--- config.mk ---
export PLATFORM = sky130hd
export DESIGN_NAME = ipc_mailbox
export DESIGN_NICKNAME = d
export VERILOG_FILES = /design/src/rtl/mbox_pkg.sv /design/src/rtl/mbox_lock.sv /design/src/rtl/mbox_chan.sv /design/src/rtl/mbox_irq_merge.sv /design/src/rtl/ipc_mailbox.sv
export SDC_FILE = /design/constraint.sdc
export NUM_CORES = 2
export LEC_CHECK = 0
export BUFFER_PORTS_ARGS = -buffer_cell sky130_fd_sc_hd__clkbuf_2
export CAP_MARGIN = 20
export CORE_MARGIN = 3
export CORE_UTILIZATION = 30
export CTS_CLUSTER_DIAMETER = 200
export DETAILED_ROUTE_END_ITERATION = 10
export PLACE_DENSITY_LB_ADDON = 0.12
export RECOVER_POWER = 25
export SYNTH_ARGS = -nofsm -noshare
export SYNTH_HDL_FRONTEND = slang
export SYNTH_SLANG_ARGS = --single-unit
--- constraint.sdc ---
create_clock -name clk -period 38.9 [get_ports clk]
set_input_delay 1.945 -clock clk [delete_from_list [all_inputs] [get_ports clk]]
set_output_delay 1.945 -clock clk [all_outputs]
set_load 0.1 [all_outputs]
--- src/rtl/mbox_pkg.sv ---
`timescale 1ns/1ps
package mbox_pkg;
  typedef enum logic [1:0] {
    CH_IDLE  = 2'd0,
    CH_READY = 2'd1,
    CH_BUSY  = 2'd2,
    CH_ACK   = 2'd3
  } ch_state_t;

  localparam logic [3:0] IDX_SRC   = 4'd0;
  localparam logic [3:0] IDX_DST   = 4'd1;
  localparam logic [3:0] IDX_DCLR  = 4'd2;
  localparam logic [3:0] IDX_DSTAT = 4'd3;
  localparam logic [3:0] IDX_MODE  = 4'd4;
  localparam logic [3:0] IDX_MASK  = 4'd5;
  localparam logic [3:0] IDX_ICLR  = 4'd6;
  localparam logic [3:0] IDX_SEND  = 4'd7;

  localparam int          MSG_WORDS  = 8;
  localparam logic [31:0] UNLOCK_KEY = 32'h1ACC_E551;
endpackage

--- src/rtl/mbox_lock.sv ---
`timescale 1ns/1ps
module mbox_lock
  import mbox_pkg::*;
(
  input  logic        clk,
  input  logic        rst_n,
  input  logic        wr_hit,
  input  logic [31:0] wdata,
  output logic        locked
);
  logic locked_q, locked_d;

  always_comb begin
    locked_d = locked_q;
    if (wr_hit) locked_d = (wdata != UNLOCK_KEY);
  end

  always_ff @(posedge clk or negedge rst_n) begin
    if (!rst_n) locked_q <= 1'b1;
    else        locked_q <= locked_d;
  end

  assign locked = locked_q;
endmodule

--- src/rtl/mbox_chan.sv ---
`timescale 1ns/1ps
module mbox_chan
  import mbox_pkg::*;
#(
  parameter int NUM_VEC   = 8,
  parameter int ACK_DELAY = 4
) (
  input  logic               clk,
  input  logic               rst_n,
  input  logic               wr_en,
  input  logic [3:0]         wr_idx,
  input  logic [31:0]        wdata,
  input  logic [3:0]         rd_idx,
  output logic [31:0]        rd_word,
  output logic [NUM_VEC-1:0] src_o,
  output logic [NUM_VEC-1:0] dstat_o,
  output logic [NUM_VEC-1:0] mask_o,
  output logic               ack_o,
  output ch_state_t          state_o
);
  localparam int CNT_W = (ACK_DELAY > 1) ? $clog2(ACK_DELAY) : 1;
  localparam logic [CNT_W-1:0] CNT_LOAD = CNT_W'(ACK_DELAY - 1);

  ch_state_t          state_q, state_d;
  logic [NUM_VEC-1:0] src_q, src_d;
  logic [NUM_VEC-1:0] dst_q, dst_d;
  logic [NUM_VEC-1:0] dstat_q, dstat_d;
  logic [NUM_VEC-1:0] mask_q, mask_d;
  logic               auto_q, auto_d;
  logic [CNT_W-1:0]   cnt_q, cnt_d;
  logic               ack_q, ack_d;
  logic [31:0]        msg_q [MSG_WORDS];
  logic [MSG_WORDS-1:0] msg_we;

  logic [NUM_VEC-1:0] wv;
  logic w_src, w_dst, w_dclr, w_mode, w_mask, w_iclr, w_send;
  logic wv_onehot;

  assign wv        = wdata[NUM_VEC-1:0];
  assign wv_onehot = (wv != '0) && ((wv & (wv - 1'b1)) == '0);
  assign w_src  = wr_en && (wr_idx == IDX_SRC);
  assign w_dst  = wr_en && (wr_idx == IDX_DST);
  assign w_dclr = wr_en && (wr_idx == IDX_DCLR);
  assign w_mode = wr_en && (wr_idx == IDX_MODE);
  assign w_mask = wr_en && (wr_idx == IDX_MASK);
  assign w_iclr = wr_en && (wr_idx == IDX_ICLR);
  assign w_send = wr_en && (wr_idx == IDX_SEND);

  always_comb begin
    for (int i = 0; i < MSG_WORDS; i++) begin
      msg_we[i] = wr_en && wr_idx[3] && (wr_idx[2:0] == 3'(i));
    end
  end

  always_comb begin
    state_d = state_q;
    src_d   = src_q;
    dst_d   = dst_q;
    dstat_d = dstat_q;
    mask_d  = mask_q;
    auto_d  = auto_q;
    cnt_d   = cnt_q;
    ack_d   = 1'b0;

    if (w_dst)  dst_d  = wv;
    if (w_mask) mask_d = wv;
    if (w_mode) auto_d = wdata[0];
    if (w_dclr) dstat_d = dstat_q & ~wv;

    unique case (state_q)
      CH_IDLE: begin
        if (w_src && wv_onehot) begin
          src_d   = wv;
          state_d = CH_READY;
        end
      end
      CH_READY: begin
        if (w_send && (wv == src_q)) begin
          state_d = CH_BUSY;
          dstat_d = dstat_q | dst_q;
          cnt_d   = CNT_LOAD;
        end
      end
      CH_BUSY: begin
        if (auto_q) begin
          if (cnt_q == '0) begin
            state_d = CH_ACK;
            ack_d   = 1'b1;
          end else begin
            cnt_d = cnt_q - 1'b1;
          end
        end else if (w_dclr && (dstat_d == '0)) begin
          state_d = CH_ACK;
          ack_d   = 1'b1;
        end
      end
      CH_ACK: begin
        if (w_iclr && (wv == src_q)) state_d = CH_READY;
      end
      default: state_d = CH_IDLE;
    endcase

    // release has the last word in every state
    if (w_src && (wv == '0)) begin
      state_d = CH_IDLE;
      src_d   = '0;
      ack_d   = 1'b0;
    end
  end

  always_ff @(posedge clk or negedge rst_n) begin
    if (!rst_n) begin
      state_q <= CH_IDLE;
      src_q   <= '0;
      dst_q   <= '0;
      dstat_q <= '0;
      mask_q  <= '1;
      auto_q  <= 1'b0;
      cnt_q   <= '0;
      ack_q   <= 1'b0;
    end else begin
      state_q <= state_d;
      src_q   <= src_d;
      dst_q   <= dst_d;
      dstat_q <= dstat_d;
      mask_q  <= mask_d;
      auto_q  <= auto_d;
      cnt_q   <= cnt_d;
      ack_q   <= ack_d;
    end
  end

  always_ff @(posedge clk or negedge rst_n) begin
    if (!rst_n) begin
      for (int i = 0; i < MSG_WORDS; i++) msg_q[i] <= '0;
    end else begin
      for (int i = 0; i < MSG_WORDS; i++) begin
        if (msg_we[i]) msg_q[i] <= wdata;
      end
    end
  end

  always_comb begin
    rd_word = '0;
    if (rd_idx[3]) begin
      rd_word = msg_q[rd_idx[2:0]];
    end else begin
      unique case (rd_idx)
        IDX_SRC:   rd_word = 32'(src_q);
        IDX_DST:   rd_word = 32'(dst_q);
        IDX_DSTAT: rd_word = 32'(dstat_q);
        IDX_MASK:  rd_word = 32'(mask_q);
        IDX_MODE:  rd_word = {24'd0,
                              state_q == CH_ACK, state_q == CH_BUSY,
                              state_q == CH_READY, state_q == CH_IDLE,
                              3'd0, auto_q};
        default:   rd_word = '0;
      endcase
    end
  end

  assign src_o   = src_q;
  assign dstat_o = dstat_q;
  assign mask_o  = mask_q;
  assign ack_o   = ack_q;
  assign state_o = state_q;
endmodule

--- src/rtl/mbox_irq_merge.sv ---
`timescale 1ns/1ps
module mbox_irq_merge #(
  parameter int NUM_CH  = 4,
  parameter int NUM_VEC = 8
) (
  input  logic [NUM_CH-1:0][NUM_VEC-1:0] dstat,
  input  logic [NUM_CH-1:0][NUM_VEC-1:0] mask,
  input  logic [NUM_CH-1:0][NUM_VEC-1:0] src,
  input  logic [NUM_CH-1:0]              ack,
  output logic [NUM_VEC-1:0]             dst_irq,
  output logic [NUM_VEC-1:0]             ack_irq
);
  always_comb begin
    dst_irq = '0;
    ack_irq = '0;
    for (int c = 0; c < NUM_CH; c++) begin
      dst_irq = dst_irq | (dstat[c] & ~mask[c]);
      ack_irq = ack_irq | (src[c] & {NUM_VEC{ack[c]}});
    end
  end
endmodule

--- src/rtl/ipc_mailbox.sv ---
`timescale 1ns/1ps
module ipc_mailbox
  import mbox_pkg::*;
#(
  parameter int NUM_CH    = 4,
  parameter int NUM_VEC   = 8,
  parameter int ACK_DELAY = 4
) (
  input  logic               clk,
  input  logic               rst_n,
  input  logic               wr_en,
  input  logic               rd_en,
  input  logic [11:0]        addr,
  input  logic [31:0]        wdata,
  output logic [31:0]        rdata,
  output logic [NUM_VEC-1:0] dst_irq,
  output logic [NUM_VEC-1:0] ack_irq
);
  localparam logic [11:0] LOCK_ADDR = 12'hA00;
  localparam logic [5:0]  CH_LIMIT  = 6'(NUM_CH);

  logic [1:0] rst_pipe;
  logic       rst_sync_n;

  always_ff @(posedge clk or negedge rst_n) begin
    if (!rst_n) rst_pipe <= 2'b00;
    else        rst_pipe <= {rst_pipe[0], 1'b1};
  end
  assign rst_sync_n = rst_pipe[1];

  logic       lock_on;
  logic       lock_hit;
  logic [5:0] ch_idx;
  logic       ch_hit;

  assign lock_hit = (addr == LOCK_ADDR);
  assign ch_idx   = addr[11:6];
  assign ch_hit   = (ch_idx < CH_LIMIT);

  mbox_lock u_lock (
    .clk    (clk),
    .rst_n  (rst_sync_n),
    .wr_hit (wr_en && lock_hit),
    .wdata  (wdata),
    .locked (lock_on)
  );

  logic [NUM_CH-1:0][NUM_VEC-1:0] src_all, dstat_all, mask_all;
  logic [NUM_CH-1:0]              ack_all;
  logic [NUM_CH-1:0][1:0]         state_flat;
  logic [31:0]                    word_all [NUM_CH];

  for (genvar c = 0; c < NUM_CH; c++) begin : g_ch
    ch_state_t st;
    mbox_chan #(
      .NUM_VEC   (NUM_VEC),
      .ACK_DELAY (ACK_DELAY)
    ) u_chan (
      .clk     (clk),
      .rst_n   (rst_sync_n),
      .wr_en   (wr_en && !lock_on && (ch_idx == 6'(c))),
      .wr_idx  (addr[5:2]),
      .wdata   (wdata),
      .rd_idx  (addr[5:2]),
      .rd_word (word_all[c]),
      .src_o   (src_all[c]),
      .dstat_o (dstat_all[c]),
      .mask_o  (mask_all[c]),
      .ack_o   (ack_all[c]),
      .state_o (st)
    );
    assign state_flat[c] = st;
  end

  mbox_irq_merge #(
    .NUM_CH  (NUM_CH),
    .NUM_VEC (NUM_VEC)
  ) u_irq (
    .dstat   (dstat_all),
    .mask    (mask_all),
    .src     (src_all),
    .ack     (ack_all),
    .dst_irq (dst_irq),
    .ack_irq (ack_irq)
  );

  logic [31:0] rdata_d, rdata_q;

  always_comb begin
    rdata_d = '0;
    if (lock_hit) begin
      rdata_d = {31'd0, lock_on};
    end else if (ch_hit) begin
      for (int c = 0; c < NUM_CH; c++) begin
        if (ch_idx == 6'(c)) rdata_d = word_all[c];
      end
    end
  end

  always_ff @(posedge clk or negedge rst_sync_n) begin
    if (!rst_sync_n)  rdata_q <= '0;
    else if (rd_en)   rdata_q <= rdata_d;
  end

  assign rdata = rdata_q;
endmodule

=== Yosys cells after proc, flatten, opt, wreduce, memory -nomap -nowiden ===
Cells that the tools add are included.
Widths: inputs -> output; s select.

* Register bits: 1,211
* Output and inout port bits: 48
* Logic and storage cells: 422
* Input bits: 48

* Magnitude comparators: 2
* Equal/unequal tests: 67
* Reductions and logical operators: 134
* $add $sub $neg: 5
* Multiplexer cells: 118
* Bitwise gates (word level): 29

{| class="wikitable"
|+ Operators by type and width
! operator !! number
|-
| $mux 32 || 18
|-
| $bmux 32 s3 || 4
|-
| $mux 8 || 24
|-
| $pmux 8 s5 || 4
|-
| $and 8x8->8 || 13
|-
| $logic_and 1x1->1 || 91
|-
| $mux 2 || 40
|-
| $or 8x8->8 || 10
|-
| $logic_not 8->1 || 6
|-
| $not 8->8 || 5
|-
| $ne 3x1->1 const B || 12
|-
| $eq 8x8->1 || 4
|-
| $ne 32x29->1 const B || 1
|-
| $pmux 2 s4 || 4
|-
| $reduce_bool 2->1 || 12
|-
| $mux 1 || 20
|-
| $reduce_and 5->1 || 4
|-
| $eq 2x2->1 const B || 8
|-
| $eq 4x3->1 const B || 4
|-
| $logic_not 2->1 || 8
|-
| $ne 2x1->1 const B || 8
|-
| $ne 4x1->1 const B || 4
|-
| $ne 4x4->1 const B || 4
|-
| $pmux 2 s2 || 4
|-
| 22 further kinds || 43
|}

=== Logic depth before layout (Yosys ltp) ===
* Depth in word-level cells: 11
* Gate-level depth with buffers: 11
* Gate-level depth less buffers: 8

=== Hierarchy ===
Synthesis repeated with hierarchy kept, for this count alone.

* Cell total of the unflattened synthesis: 4,065
* Area total of the unflattened synthesis: 58,192.1 sq um

{| class="wikitable"
|+ Modules (own cells, without submodules)
! module !! seq. area each (sq um) !! instances !! area each (sq um) !! cells an instance
|-
| mbox_chan || 7,367.1 || 4 || 13,827.0 || 947
|-
| ipc_mailbox || 850.8 || 1 || 2,314.7 || 195
|-
| mbox_irq_merge || 0.0 || 1 || 441.7 || 68
|-
| mbox_lock || 26.3 || 1 || 127.6 || 14
|}

=== Least setup slack after synthesis ===
No wires, ideal clock.

* Kind: input to register
* Start point: input wdata[0]
* End point: register g_ch[1].u_chan.src_q[6]
* Data required time: 38,775 ps
* Slack: 34,876 ps
* Cell stages on the path: 8
* Data arrival time: 3,899 ps
* Path buffers: 2
* Setup time: 125 ps
* Cell sequence: buf_6 or4_4 or4_4 o211ai_2 buf_6 nand4_4 nand2_4 mux2_4

* Cells in the longest elaborated chain, start to end: 7
* Elaborated cells on any way between the ends: 12
* Those cells by class: 1 x add/sub; 1 x mux; 1 x bitwise; 9 x reduce/logical

{| class="wikitable"
|+ RTL lines
! element !! line !! text
|-
| start, declared || ipc_mailbox.sv:14 || <nowiki>input logic [31:0] wdata,</nowiki>
|-
| $sub 8x1->8 || mbox_chan.sv:40 || <nowiki>assign wv_onehot = (wv != '0) && ((wv & (wv - 1'b1)) == '0);</nowiki>
|-
| $and 8x8->8 || mbox_chan.sv:40 ||
|-
| $logic_not 8->1 || mbox_chan.sv:40 ||
|-
| $logic_and 1x1->1 || mbox_chan.sv:40 ||
|-
| $logic_and 1x1->1 || mbox_chan.sv:72 || <nowiki>if (w_src && wv_onehot) begin</nowiki>
|-
| $reduce_bool 2->1 (no source line) || - ||
|-
| $reduce_and 2->1 (no source line) || - ||
|-
| end signal, assigned || mbox_chan.sv:123 || <nowiki>src_q <= src_d;</nowiki>
|-
| end, declared || mbox_chan.sv:25 || <nowiki>logic [NUM_VEC-1:0] src_q, src_d;</nowiki>
|}

Parallel ways exist; a longest one is shown, timed or not.
A chain may end at the register's enable or synchronous reset.

==> out/qor.yml <==
power_and_ir_drop:
  p_int_mw: 2.15
  pwr-share-comb_pct: 7.3
  p_leak_nw: 30.4
  power.share.clock_pct: 47.2
  p_switching_mw: 0.707
  peakVddDrop_mv: 0.0323
  p_seq_share_pct: 45.5
  p_sw_share_pct: 24.7
  p_per_area_nw_per_um2: 44.6
floorplanning:
  core_um2: 186000
  dieArea_um2: 194000
  rows: 158
  ioPinCount: 96
  die_w_um: 440
  start_util_pct: 30.3
  dieHeight_um: 440
cts:
  ctsResizeCount: 0
  root_buffer: "clkbuf_16"
  cts.path.max_buffers: 3
  cts_tree: "done"
  cts.clk_slew.worst_paths_ps: 60
  clock_latency_ps: 770
  cts_buffers: 146
  cts_setup_buffers: 0
  cts_hold_buf: 0
  cts.sink_count: 1211
  cts-htree-levels: 4
synth:
  yosysMostFrequentCell: "dfrtp_1"
  synth-main-ff-cell: "dfrtp_1"
  synth.area.top_cells: "dfrtp_1 (52%), mux2_2 (19%), mux4_2 (11%)"
  syn_nets: 4150
  synthArstFlopShare_pct: 100
  synth_common_cells: "dfrtp_1 (1178), mux2_2 (967), nand2_1 (304)"
  netlist_instances: 4082
  synth_edf_count: 0
  syn_area_um2: 56500
  yosys.area.top_type: "dfrtp_1"
  synth-seq-cells: 1211
  ys_warn_count: 0
  synth-seq-area-share_pct: 53.7
  avgSynthCellArea_um2: 13.8
  synth_cell_type_count: 77
  synth_top_area_share_pct: 52.2
global_route:
  grt_max_degree: 146
  grt_pass1_wl_um: 260000
  grt_util_all_layers_pct: 18.1
  grt_pass1_vias: 36200
  grt_overflow_total: 0
  grt_antenna_before_repair: 4
finish:
  n_fill_cell: 18300
  final_nets: 4112
  area_growth_pct: 13.6
  drive_gt1_share_pct: 41.7
  finalInstanceArea_um2: 64200
  fin_util_pct: 34.5
placement:
  dp_slack_ps: 32030
  dp_hpwl_um: 100000
  dpl-instance-area_um2: 59500
  port_buffers: 95
  routabilityCongestion: 0.826
routing:
  viasPerCell: 5.18
  num_vias: 34400
  finalWirelength_um: 174000
  first_iter_violations: 1967
  wl_per_cell_um: 26.3
  ant_nets: 0
  drt_pass1_iterations: 6
  drc: 0
status:
  failed_checks: "capacitance limit, slew limit"
  status: "complete, but fails checks"
worst_setup_path:
  crit_type: "register to async pin"
  startpoint_type: "register"
  end_kind: "async pin"
  cp.required_ps: 39680
  cp.arrival_ps: 12380
  cp_max_fo: 145
flow_run:
  drv_cap: 8
hold_path:
  min_path_type: "register to register"
sta:
  timing.final.crit_share_pct: 29.8
  drv_slew: 635
  setup_ws_ps: 27300
  worst_slew_pin_slew_ps: 8090
  rsz0062_at_grt: "no"
  max_freq_mhz: 86.2
  hold_ws_ps: 351
  skew_ps: 30.7
  tns_ps: 0
  relSlewSlack_pct: -440
  hold_viol: 0
  period_needed_ps: 11600
  setup_viol: 0
[cell families (layout without fill, tap and decap cells)]
logic type | count (synthesis) | in the layout | share of synthesized area (%)
flip-flops | 1211 | 1211 | 53.7
other | 1 | 3 | 0.00664
AND/OR/NAND/NOR | 509 | 509 | 4.33
buffers and inverters | 477 | 549 | 3.51
adder cells (fa/ha/maj) | 21 | 21 | 0.461
multiplexers | 1330 | 1330 | 31.9
XOR/XNOR | 32 | 32 | 0.496
AO/OA/AOI/OAI | 501 | 501 | 5.62
[worst max-delay path, cell delays in order, from the launching register on]
cell and delay (ps):
dfrtp_1 1710, clkbuf_1 5720, clkbuf_1 2290, buf_4 850
buf_4 770
[final cells by class]
class                           count  area (µm²)  share of cell area [%]
Multi-Input combinational cell   2394       24500                    38.1
Clock inverter                     31         289                   0.450
Antenna cell                        2        5.00                 0.00780
Timing Repair Buffer              177        1110                    1.72
Tap cell                         2480        3100                    4.84
Sequential cell                  1211       30300                    47.3
Clock buffer                      227        4440                    6.91
Inverter                          114         433                   0.675
[sequential cells by signal (all words and copies together), names as in the netlist]
signal               cells
g_ch.u_chan.ack_o        4
g_ch.u_chan.auto_q       4
g_ch.u_chan.cnt_q        8
g_ch.u_chan.dst_q       32
g_ch.u_chan.dstat_o     32
g_ch.u_chan.mask_o      32
g_ch.u_chan.msg_q     1024
g_ch.u_chan.src_o       32
g_ch.u_chan.state_o      8
rdata                   32
rst_pipe                 2
u_lock.locked            1
[final timing paths]
check,cells past startpoint,slack (ps),end,start
hold / removal,0,350,rst_pipe[1]$_DFF_PN0_,rst_pipe[0]$_DFF_PN0_
max in group clk,8,33060,g_ch[2].u_chan.msg_q[204]$_DFFE_PN0P_,addr[2]
setup reg to reg,4,27300,g_ch[3].u_chan.msg_q[13]$_DFFE_PN0P_,rst_pipe[1]$_DFF_PN0_
hold reg to reg,0,350,rst_pipe[1]$_DFF_PN0_,rst_pipe[0]$_DFF_PN0_
min in group asynchronous,0,860,g_ch[0].u_chan.msg_q[151]$_DFFE_PN0P_,rst_pipe[1]$_DFF_PN0_
setup / recovery,4,27300,g_ch[3].u_chan.msg_q[13]$_DFFE_PN0P_,rst_pipe[1]$_DFF_PN0_
[layout by cell type, fill, tap and decap left out, drive strengths merged, types with 58 or more instances in the layout]
cell type / Yosys / layout
a21oi: 58 / 58
buf: 130 / 78
clkbuf: 233 / 326
dfrtp: 1178 / 1178
inv: 113 / 118
mux2: 981 / 981
mux2i: 73 / 73
mux4: 276 / 276
nand2: 306 / 306
o21ai: 217 / 217
o22ai: 60 / 60
[stage by stage]
step	std cells	total power, mW
floorplan	4082	1.47
global placement	6375	1.54
detailed placement	6375	1.54
CTS	6633	2.91
global route	6634	2.98
finish	6636	2.86
[per-layer routing]
metal | global-route usage [%] | wire length [µm]
met1 | 25.4 | 81200
met5 | 0 | 0
met4 | 4.08 | 3300
met2 | 29.8 | 83700
met3 | 2.46 | 6110
[power groups by stage]
| stage | logic, mW | registers (mW) | clock network (mW) |
|---|---|---|---|
| after global placement | 0.214 | 1.32 | 0 |
| after floorplan | 0.131 | 1.34 | 0 |
| after detailed placement | 0.215 | 1.32 | 0 |
| after global routing | 0.232 | 1.30 | 1.45 |
| final | 0.210 | 1.30 | 1.35 |
| after CTS | 0.216 | 1.30 | 1.40 |
Note: power is estimated with default switching activity, not from simulation.
